## config.mk

```make
export PLATFORM = sky130hd
export DESIGN_NAME = edge_prewitt
export DESIGN_NICKNAME = d
export VERILOG_FILES = /design/src/rtl/edge_pkg.sv /design/src/rtl/edge_ctrl.sv /design/src/rtl/edge_linebuf.sv /design/src/rtl/edge_kernel.sv /design/src/rtl/edge_datapath.sv /design/src/rtl/edge_prewitt.sv
export SDC_FILE = /design/constraint.sdc
export NUM_CORES = 2
export LEC_CHECK = 0
export ABC_AREA = 0
export BUFFER_PORTS_ARGS = -buffer_cell sky130_fd_sc_hd__buf_4
export CORE_MARGIN = 2
export CORE_UTILIZATION = 45
export CTS_CLUSTER_DIAMETER = 50
export CTS_CLUSTER_SIZE = 20
export DETAILED_ROUTE_END_ITERATION = 12
export GPL_ROUTABILITY_DRIVEN = 0
export MAX_ROUTING_LAYER = met4
export SLEW_MARGIN = 30
export SYNTH_ARGS = -nofsm -noshare
export SYNTH_HDL_FRONTEND = slang
export SYNTH_SLANG_ARGS = --single-unit
```

## constraint.sdc

```tcl
create_clock -name clk -period 4.9 [get_ports clk]
set_input_delay 0.49 -clock clk [delete_from_list [all_inputs] [get_ports clk]]
set_output_delay 0.49 -clock clk [all_outputs]
set_load 0.02 [all_outputs]
```

## src/rtl/edge_pkg.sv

```systemverilog
package edge_pkg;
  // widest column index the strobe bundle can carry
  localparam int COL_FIELD_W = 16;

  // per-pixel strobes handed from the control to the datapath
  typedef struct packed {
    logic                   take;    // pixel accepted this cycle
    logic                   first;   // accepted pixel opens a frame
    logic                   border;  // result must be forced to zero
    logic                   slot;    // RAM bank receiving this row
    logic [COL_FIELD_W-1:0] col;     // column of the accepted pixel
  } strobe_t;
endpackage

```

## src/rtl/edge_ctrl.sv

```systemverilog
module edge_ctrl
  import edge_pkg::*;
#(
  parameter int LINE_LEN = 256,
  parameter int ROW_W    = 12
) (
  input  logic    clk,
  input  logic    rst_n,
  input  logic    pixValid,
  input  logic    pixSof,
  output strobe_t strobes
);
  localparam int COL_W = $clog2(LINE_LEN);

  logic [COL_W-1:0] colCnt, curCol;
  logic [ROW_W-1:0] rowCnt, curRow;
  logic             lastCol;

  // position of the pixel on the input this cycle
  always_comb begin
    curCol  = pixSof ? '0 : colCnt;
    curRow  = pixSof ? '0 : rowCnt;
    lastCol = (curCol == COL_W'(LINE_LEN - 1));
  end

  always_ff @(posedge clk or negedge rst_n) begin
    if (!rst_n) begin
      colCnt <= '0;
      rowCnt <= '0;
    end else if (pixValid) begin
      colCnt <= lastCol ? '0 : curCol + 1'b1;
      if (lastCol)
        rowCnt <= (curRow == '1) ? curRow : curRow + 1'b1;  // saturate on tall frames
      else
        rowCnt <= curRow;
    end
  end

  always_comb begin
    strobes.take   = pixValid;
    strobes.first  = pixValid & pixSof;
    strobes.border = (curRow < ROW_W'(2)) || (curCol < COL_W'(2));
    strobes.slot   = curRow[0];
    strobes.col    = COL_FIELD_W'(curCol);
  end

  // the column after the last one is zero and the row has advanced
  a_r9_col_wrap : assert property (@(posedge clk) disable iff (!rst_n)
    (pixValid && curCol == COL_W'(LINE_LEN - 1)) |=> (colCnt == '0 && rowCnt != '0));

  // a frame start puts the next pixel at column 1 of row 0
  a_r8_sof_restart : assert property (@(posedge clk) disable iff (!rst_n)
    (pixValid && pixSof) |=> (colCnt == COL_W'(1) && rowCnt == '0));

  // idle cycles leave the position untouched
  a_r3_idle_hold : assert property (@(posedge clk) disable iff (!rst_n)
    !pixValid |=> ($stable(colCnt) && $stable(rowCnt)));
endmodule

```

## src/rtl/edge_linebuf.sv

```systemverilog
module edge_linebuf #(
  parameter int PIX_W    = 8,
  parameter int LINE_LEN = 256
) (
  input  logic                        clk,
  input  logic                        en,
  input  logic                        slot,
  input  logic [$clog2(LINE_LEN)-1:0] addr,
  input  logic [PIX_W-1:0]            wrPix,
  output logic [PIX_W-1:0]            upPix,   // row r-1, same column
  output logic [PIX_W-1:0]            topPix   // row r-2, same column
);
  localparam int BANKS = 2;

  logic             slotD;
  logic [PIX_W-1:0] rdA, rdB;

  // Each bank reads before it writes: the bank owned by the current row
  // still returns the row two lines up at this address.
  for (genvar b = 0; b < BANKS; b++) begin : g_bank
    logic [PIX_W-1:0] mem [LINE_LEN];
    logic [PIX_W-1:0] rd;
    always_ff @(posedge clk) begin
      if (en) begin
        if (slot == 1'(b)) mem[addr] <= wrPix;
        rd <= mem[addr];
      end
    end
  end

  assign rdA = g_bank[0].rd;
  assign rdB = g_bank[1].rd;

  always_ff @(posedge clk) begin
    if (en) slotD <= slot;
  end

  assign topPix = slotD ? rdB : rdA;
  assign upPix  = slotD ? rdA : rdB;
endmodule

```

## src/rtl/edge_kernel.sv

```systemverilog
module edge_kernel #(
  parameter int PIX_W    = 8,
  parameter int ACC_W    = 12,
  parameter int TAPS [9] = '{-1, 0, 1, -1, 0, 1, -1, 0, 1}
) (
  input  logic                    clk,
  input  logic                    en,
  input  logic [8:0][PIX_W-1:0]   win,
  output logic signed [ACC_W-1:0] acc
);
  localparam int N_TAPS = 9;

  logic signed [ACC_W-1:0] prod [N_TAPS];
  logic signed [ACC_W-1:0] total;

  for (genvar t = 0; t < N_TAPS; t++) begin : g_tap
    localparam logic signed [ACC_W-1:0] CoefS = ACC_W'(TAPS[t]);
    logic signed [ACC_W-1:0] pixS;
    assign pixS    = ACC_W'({1'b0, win[t]});
    assign prod[t] = pixS * CoefS;
  end

  always_comb begin
    total = '0;
    for (int t = 0; t < N_TAPS; t++) total = total + prod[t];
  end

  always_ff @(posedge clk) begin
    if (en) acc <= total;
  end
endmodule

```

## src/rtl/edge_datapath.sv

```systemverilog
module edge_datapath
  import edge_pkg::*;
#(
  parameter int PIX_W    = 8,
  parameter int LINE_LEN = 256,
  parameter int ACC_W    = 12,
  parameter int KX [9]   = '{-1, 0, 1, -1, 0, 1, -1, 0, 1},
  parameter int KY [9]   = '{-1, -1, -1, 0, 0, 0, 1, 1, 1}
) (
  input  logic             clk,
  input  logic             rst_n,
  input  strobe_t          strobes,
  input  logic [PIX_W-1:0] pixIn,
  output logic [PIX_W-1:0] outPix,
  output logic             outValid,
  output logic             outSof
);
  localparam int COL_W   = $clog2(LINE_LEN);
  localparam int PIX_MAX = (1 << PIX_W) - 1;

  logic [PIX_W-1:0]              topPix, upPix, pixD1;
  logic                          v1, v2, v3, f1, f2, f3, b1, b2, b3;
  logic [2:0][2:0][PIX_W-1:0]    win;      // [row][col], index 0 oldest
  logic [8:0][PIX_W-1:0]         winFlat;  // tap = 3*row + col
  logic signed [ACC_W-1:0]       gx, gy;
  logic [ACC_W-1:0]              absX, absY;
  logic [ACC_W:0]                sumXY;
  logic [PIX_W-1:0]              magSat;

  // stage 1: line RAM read and current pixel capture
  edge_linebuf #(.PIX_W(PIX_W), .LINE_LEN(LINE_LEN)) u_linebuf (
    .clk    (clk),
    .en     (strobes.take),
    .slot   (strobes.slot),
    .addr   (strobes.col[COL_W-1:0]),
    .wrPix  (pixIn),
    .upPix  (upPix),
    .topPix (topPix)
  );

  always_ff @(posedge clk) begin
    if (strobes.take) pixD1 <= pixIn;
  end

  // token flags travel alongside the data, one stage per clock
  always_ff @(posedge clk or negedge rst_n) begin
    if (!rst_n) begin
      {v1, v2, v3} <= '0;
      {f1, f2, f3} <= '0;
      {b1, b2, b3} <= '0;
    end else begin
      v1 <= strobes.take;  f1 <= strobes.first;  b1 <= strobes.border;
      v2 <= v1;            f2 <= f1;             b2 <= b1;
      v3 <= v2;            f3 <= f2;             b3 <= b2;
    end
  end

  // stage 2: the window moves one column per accepted pixel
  always_ff @(posedge clk or negedge rst_n) begin
    if (!rst_n) begin
      win <= '0;
    end else if (v1) begin
      for (int r = 0; r < 3; r++) begin
        win[r][0] <= win[r][1];
        win[r][1] <= win[r][2];
      end
      win[0][2] <= topPix;
      win[1][2] <= upPix;
      win[2][2] <= pixD1;
    end
  end

  assign winFlat = win;

  // stage 3: the two kernels
  edge_kernel #(.PIX_W(PIX_W), .ACC_W(ACC_W), .TAPS(KX)) u_kernX (
    .clk (clk), .en (v2), .win (winFlat), .acc (gx)
  );
  edge_kernel #(.PIX_W(PIX_W), .ACC_W(ACC_W), .TAPS(KY)) u_kernY (
    .clk (clk), .en (v2), .win (winFlat), .acc (gy)
  );

  // stage 4: magnitude, clip, border blanking
  always_comb begin
    absX   = gx[ACC_W-1] ? ACC_W'(-gx) : ACC_W'(gx);
    absY   = gy[ACC_W-1] ? ACC_W'(-gy) : ACC_W'(gy);
    sumXY  = {1'b0, absX} + {1'b0, absY};
    magSat = (sumXY > (ACC_W+1)'(PIX_MAX)) ? PIX_W'(PIX_MAX) : sumXY[PIX_W-1:0];
  end

  always_ff @(posedge clk or negedge rst_n) begin
    if (!rst_n) begin
      outPix   <= '0;
      outValid <= 1'b0;
      outSof   <= 1'b0;
    end else begin
      outValid <= v3;
      outSof   <= v3 & f3;
      if (v3) outPix <= b3 ? '0 : magSat;
    end
  end

  // no accepted pixel, no window movement
  a_r3_window_hold : assert property (@(posedge clk) disable iff (!rst_n)
    !v1 |=> $stable(win));

  // a border token leaves as a zero result
  a_r7_border_zero : assert property (@(posedge clk) disable iff (!rst_n)
    (v3 && b3) |=> (outValid && outPix == '0));

  // the frame marker never travels without a result
  a_r8_sof_with_valid : assert property (@(posedge clk) disable iff (!rst_n)
    outSof |-> outValid);
endmodule

```

## src/rtl/edge_prewitt.sv

```systemverilog
module edge_prewitt
  import edge_pkg::*;
#(
  parameter int PIX_W    = 8,
  parameter int LINE_LEN = 256,
  parameter int ROW_W    = 12,
  parameter int KX [9]   = '{-1, 0, 1, -1, 0, 1, -1, 0, 1},
  parameter int KY [9]   = '{-1, -1, -1, 0, 0, 0, 1, 1, 1}
) (
  input  logic             clk,
  input  logic             rst_n,
  input  logic [PIX_W-1:0] pixIn,
  input  logic             pixValid,
  input  logic             pixSof,
  output logic [PIX_W-1:0] outPix,
  output logic             outValid,
  output logic             outSof
);
  // accumulator width from the largest absolute coefficient sum, floor of 12
  function automatic int accBits();
    int sx = 0;
    int sy = 0;
    int worst;
    int bits;
    for (int i = 0; i < 9; i++) begin
      sx += (KX[i] < 0) ? -KX[i] : KX[i];
      sy += (KY[i] < 0) ? -KY[i] : KY[i];
    end
    worst = ((sx > sy) ? sx : sy) * ((1 << PIX_W) - 1);
    bits  = $clog2(worst + 1) + 1;
    return (bits < 12) ? 12 : bits;
  endfunction

  localparam int ACC_W = accBits();

  strobe_t strobes;

  edge_ctrl #(.LINE_LEN(LINE_LEN), .ROW_W(ROW_W)) u_ctrl (
    .clk      (clk),
    .rst_n    (rst_n),
    .pixValid (pixValid),
    .pixSof   (pixSof),
    .strobes  (strobes)
  );

  edge_datapath #(
    .PIX_W(PIX_W), .LINE_LEN(LINE_LEN), .ACC_W(ACC_W), .KX(KX), .KY(KY)
  ) u_datapath (
    .clk      (clk),
    .rst_n    (rst_n),
    .strobes  (strobes),
    .pixIn    (pixIn),
    .outPix   (outPix),
    .outValid (outValid),
    .outSof   (outSof)
  );
endmodule

```

==> reports/qor.yml <==
worst_setup_path:
  criticalPathCategory: "reg -> reg"
  r2r_start: "u_datapath.win[0]$_DFFE_PN0P_"
  critPathSlowestCell: "fa_1"
  worstPathRequired_ps: 5630
  endpoint_kind: "flip-flop"
  startpoint_type: "flip-flop"
  worst-path-buf-inv: 4
  cpPeakStageDelay_ps: 510
  cp_max_fo: 3
  path_cells: "inv_1 -> ha_1 -> xnor2_1 -> fa_1 -> inv_1 -> fa_1 -> inv_1 -> fa_1 -> inv_1 -> fa_1 -> nor2b_1 -> o21ai_0 -> a21boi_0 -> o21a_1 -> nor2_1 -> o21a_1 -> o21ai_0 -> xor2_1"
  cp.arrival_ps: 5320
  crit_family: "adder cells"
  r2r_cells: 18
  timing.rr.end: "u_datapath.u_kernX.acc[11]$_DFFE_PP_"
  regToRegSetupSlack_ps: 300
timing:
  rsz0062_at_grt: "no"
  fin_worst_skew_ps: 74.8
  fmaxAchievable_mhz: 218
  maxSlewViolCount: 0
  tns_ps: 0
  setup_viol: 0
  hold_violations: 0
  finalCritPeriodShare_pct: 93.8
  tightest_slew_ps: 1180
  relSlewSlack_pct: 20.8
  period_minus_slack_ps: 4600
synth:
  synth.most_common_cell: "edfxtp_1"
  syn_inst: 12000
  synthTopCellsByArea: "edfxtp_1 72%, nand2_1 4.7%, a311oi_1 4.5%, a211oi_1 3.8%, nor2b_1 3.2%"
  ys_seq_elements: 4256
  seq_area_frac_synth_pct: 73.6
  synth_cell_types: 74
  yosysWarnings: 0
  synth_commonest_cells: "4,145 x edfxtp_1, 2,148 x nand2_1, 894 x nor2b_1"
  yosysTopAreaCell: "edfxtp_1"
  synth_fp_nets: 12100
  avgSynthCellArea_um2: 14.4
  netlist_area_um2: 173000
  synth_top_cell_area_share_pct: 72.0
  async_reset_ff_share_pct: 2.61
  synth_edf_count: 4145
  synth-main-ff-cell: "edfxtp_1"
power_and_ir_drop:
  ir_drop_v: 0.000468
  power.static_leakage_nw: 62.3
  finalPower_mw: 89.2
  p_per_area_nw_per_um2: 453
detailed_routing:
  totalWireLength_mm: 503
  drc: 0
  vias_per_cell: 6.05
  drt_iter0_drc: 13400
  wl_per_cell_um: 28.5
  dr.pass1.iters: 6
  ant_nets: 0
  vias: 107000
clock_network:
  clock_latency_ps: 1010
  cts.sinks: 4256
  clockBufferDepth: 4
  h-tree-depth: 5
  path_clk_slew_ps: 70
  tritoncts: "done"
  clockRootBuffer: "clkbuf_16"
  cts_buffers: 416
  postCtsSetupBuffers: 0
global_route:
  grt_max_degree: 152
  grt_pass1_vias: 102000
  grt_pass1_wl_mm: 724
  antenna_found_initial: 19
  grt_use_total_pct: 25.9
  grt_overflow: 0
place:
  port_buffers: 21
  hpwl_mm: 305
  placed_cell_area_um2: 182000
final_layout:
  fillers: 31200
  final_util_pct: 51.5
  drive_above_1_share_pct: 13.4
  final_design_area_no_fill_um2: 197000
  fin_nets: 12400
  syn_to_final_growth_pct: 13.9
floorplan:
  die_height_um: 624
  core_um2: 382000
  dieArea_um2: 389000
  ios: 22
  start_util_pct: 45.2
  die_w_um: 624
  row_count: 227
hold_path:
  hold_start: "pixIn[3]"
  holdCritPathClass: "in -> reg"
  min_to: "u_datapath.u_linebuf.g_bank[1].mem[230][3]$_DFFE_PP_"
  hold_depth: 1
run_status:
  status: "complete, no violations"
run:
  cap_violations: 0
==> state kept, by name, indices dropped and copies added, names as in the netlist, 8 cells and up <==
| register | cells |
|---|---|
| u_datapath.u_kernX.acc | 12 |
| u_ctrl.rowCnt | 12 |
| u_datapath.win | 72 |
| u_datapath.pixD1 | 8 |
| u_datapath.u_linebuf.g_bank.mem | 4096 |
| u_datapath.outPix | 8 |
| u_datapath.u_linebuf.g_bank.rd | 16 |
| u_ctrl.colCnt | 8 |
| u_datapath.u_kernY.acc | 12 |
==> where the power goes <==
group	switching [mW]	internal (mW)
clock network	15.5	18.7
registers	0.412	40.6
logic	9.18	4.84
total	25.1	64.1
==> layer usage <==
layer	part of all wire [%]	vias to the layer above	track usage [%]	routed length, um
li1	-	46700	-	-
met5	0	-	-	0
met3	8.4	834	3.81	42200
met1	41	54200	35.3	207000
met2	47	5038	40.1	235000
met4	3.7	0	8.84	18400
==> placed cells by master (no fill, tap or decap), types with 34 or more instances in the layout <==
| cell type | instances |
|---|---|
| nand2_1 | 2132 |
| dfrtp_1 | 107 |
| buf_4 | 579 |
| mux2i_1 | 63 |
| clkinv_4 | 34 |
| a21oi_1 | 107 |
| inv_1 | 121 |
| clkbuf_16 | 422 |
| clkinv_2 | 36 |
| xnor2_1 | 47 |
| bufinv_16 | 41 |
| o22ai_1 | 104 |
| edfxtp_1 | 4145 |
| inv_8 | 53 |
| clkinvlp_4 | 51 |
| nor4_1 | 220 |
| o21ai_0 | 147 |
| a311oi_1 | 883 |
| fa_1 | 65 |
| mux2_2 | 126 |
| nand3_1 | 77 |
| nor2_1 | 554 |
| inv_6 | 68 |
| a31oi_1 | 115 |
| ha_1 | 49 |
| nor2b_1 | 894 |
| a211oi_1 | 881 |
| buf_12 | 117 |
==> repair_timing <==
action,in CTS,in global routing
hold buffers,6,0
setup endpoints to repair,0,0
gates resized for setup,0,0
endpoints found under the hold margin,102,0
==> cell families (layout without fill, tap and decap cells) <==
kind of cell / after synthesis / count (layout) / synth area share (%)
buf+inv: 1037 / 1618 / 2.78
fa+ha+maj: 114 / 114 / 1.11
simple gates: 4017 / 4017 / 10.6
flops: 4256 / 4256 / 73.6
compound gates: 2326 / 2326 / 10.3
xor+xnor: 57 / 57 / 0.289
other cells: 0 / 19 / 0
mux: 202 / 202 / 1.36
==> area by class of cell <==
class	count	area [um2]	share of cell area (%)
Tap cell	5038	6300	3.20
Clock inverter	345	4190	2.13
Sequential cell	4256	127000	64.6
Multi-Input combinational cell	6716	41100	20.9
Antenna cell	19	47.5	0.0242
Timing Repair Buffer	710	6870	3.49
Inverter	125	487	0.247
Clock buffer	438	10600	5.40
==> worst max-delay path by stage <==
stage,depth (start not counted),from,endpoint,slack [ps]
after CTS,12,u_ctrl.colCnt[0]$_DFFE_PN0P_,u_datapath.u_linebuf.g_bank[1].rd[4]$_DFFE_PP_,240
after floorplan,18,u_datapath.win[0]$_DFFE_PN0P_,u_datapath.u_kernX.acc[11]$_DFFE_PP_,800
final,18,u_datapath.win[0]$_DFFE_PN0P_,u_datapath.u_kernX.acc[11]$_DFFE_PP_,300
after detailed placement,11,pixSof,u_datapath.u_linebuf.g_bank[1].rd[4]$_DFFE_PP_,170
after global placement,13,pixSof,u_datapath.u_linebuf.g_bank[1].rd[4]$_DFFE_PP_,180
after global routing,18,u_datapath.win[0]$_DFFE_PN0P_,u_datapath.u_kernX.acc[11]$_DFFE_PP_,10
==> metrics by stage <==
stage	worst slack, ps	hold WS (ps)	instances
2_1_floorplan	796	194	12000
3_3_place_gp	177	340	16800
3_5_place_dp	170	338	16800
4_1_cts	242	30.5	17600
5_1_grt	15.0	50.3	17600
6_report	305	32.2	17600
Power figures use the tool's default switching activity.
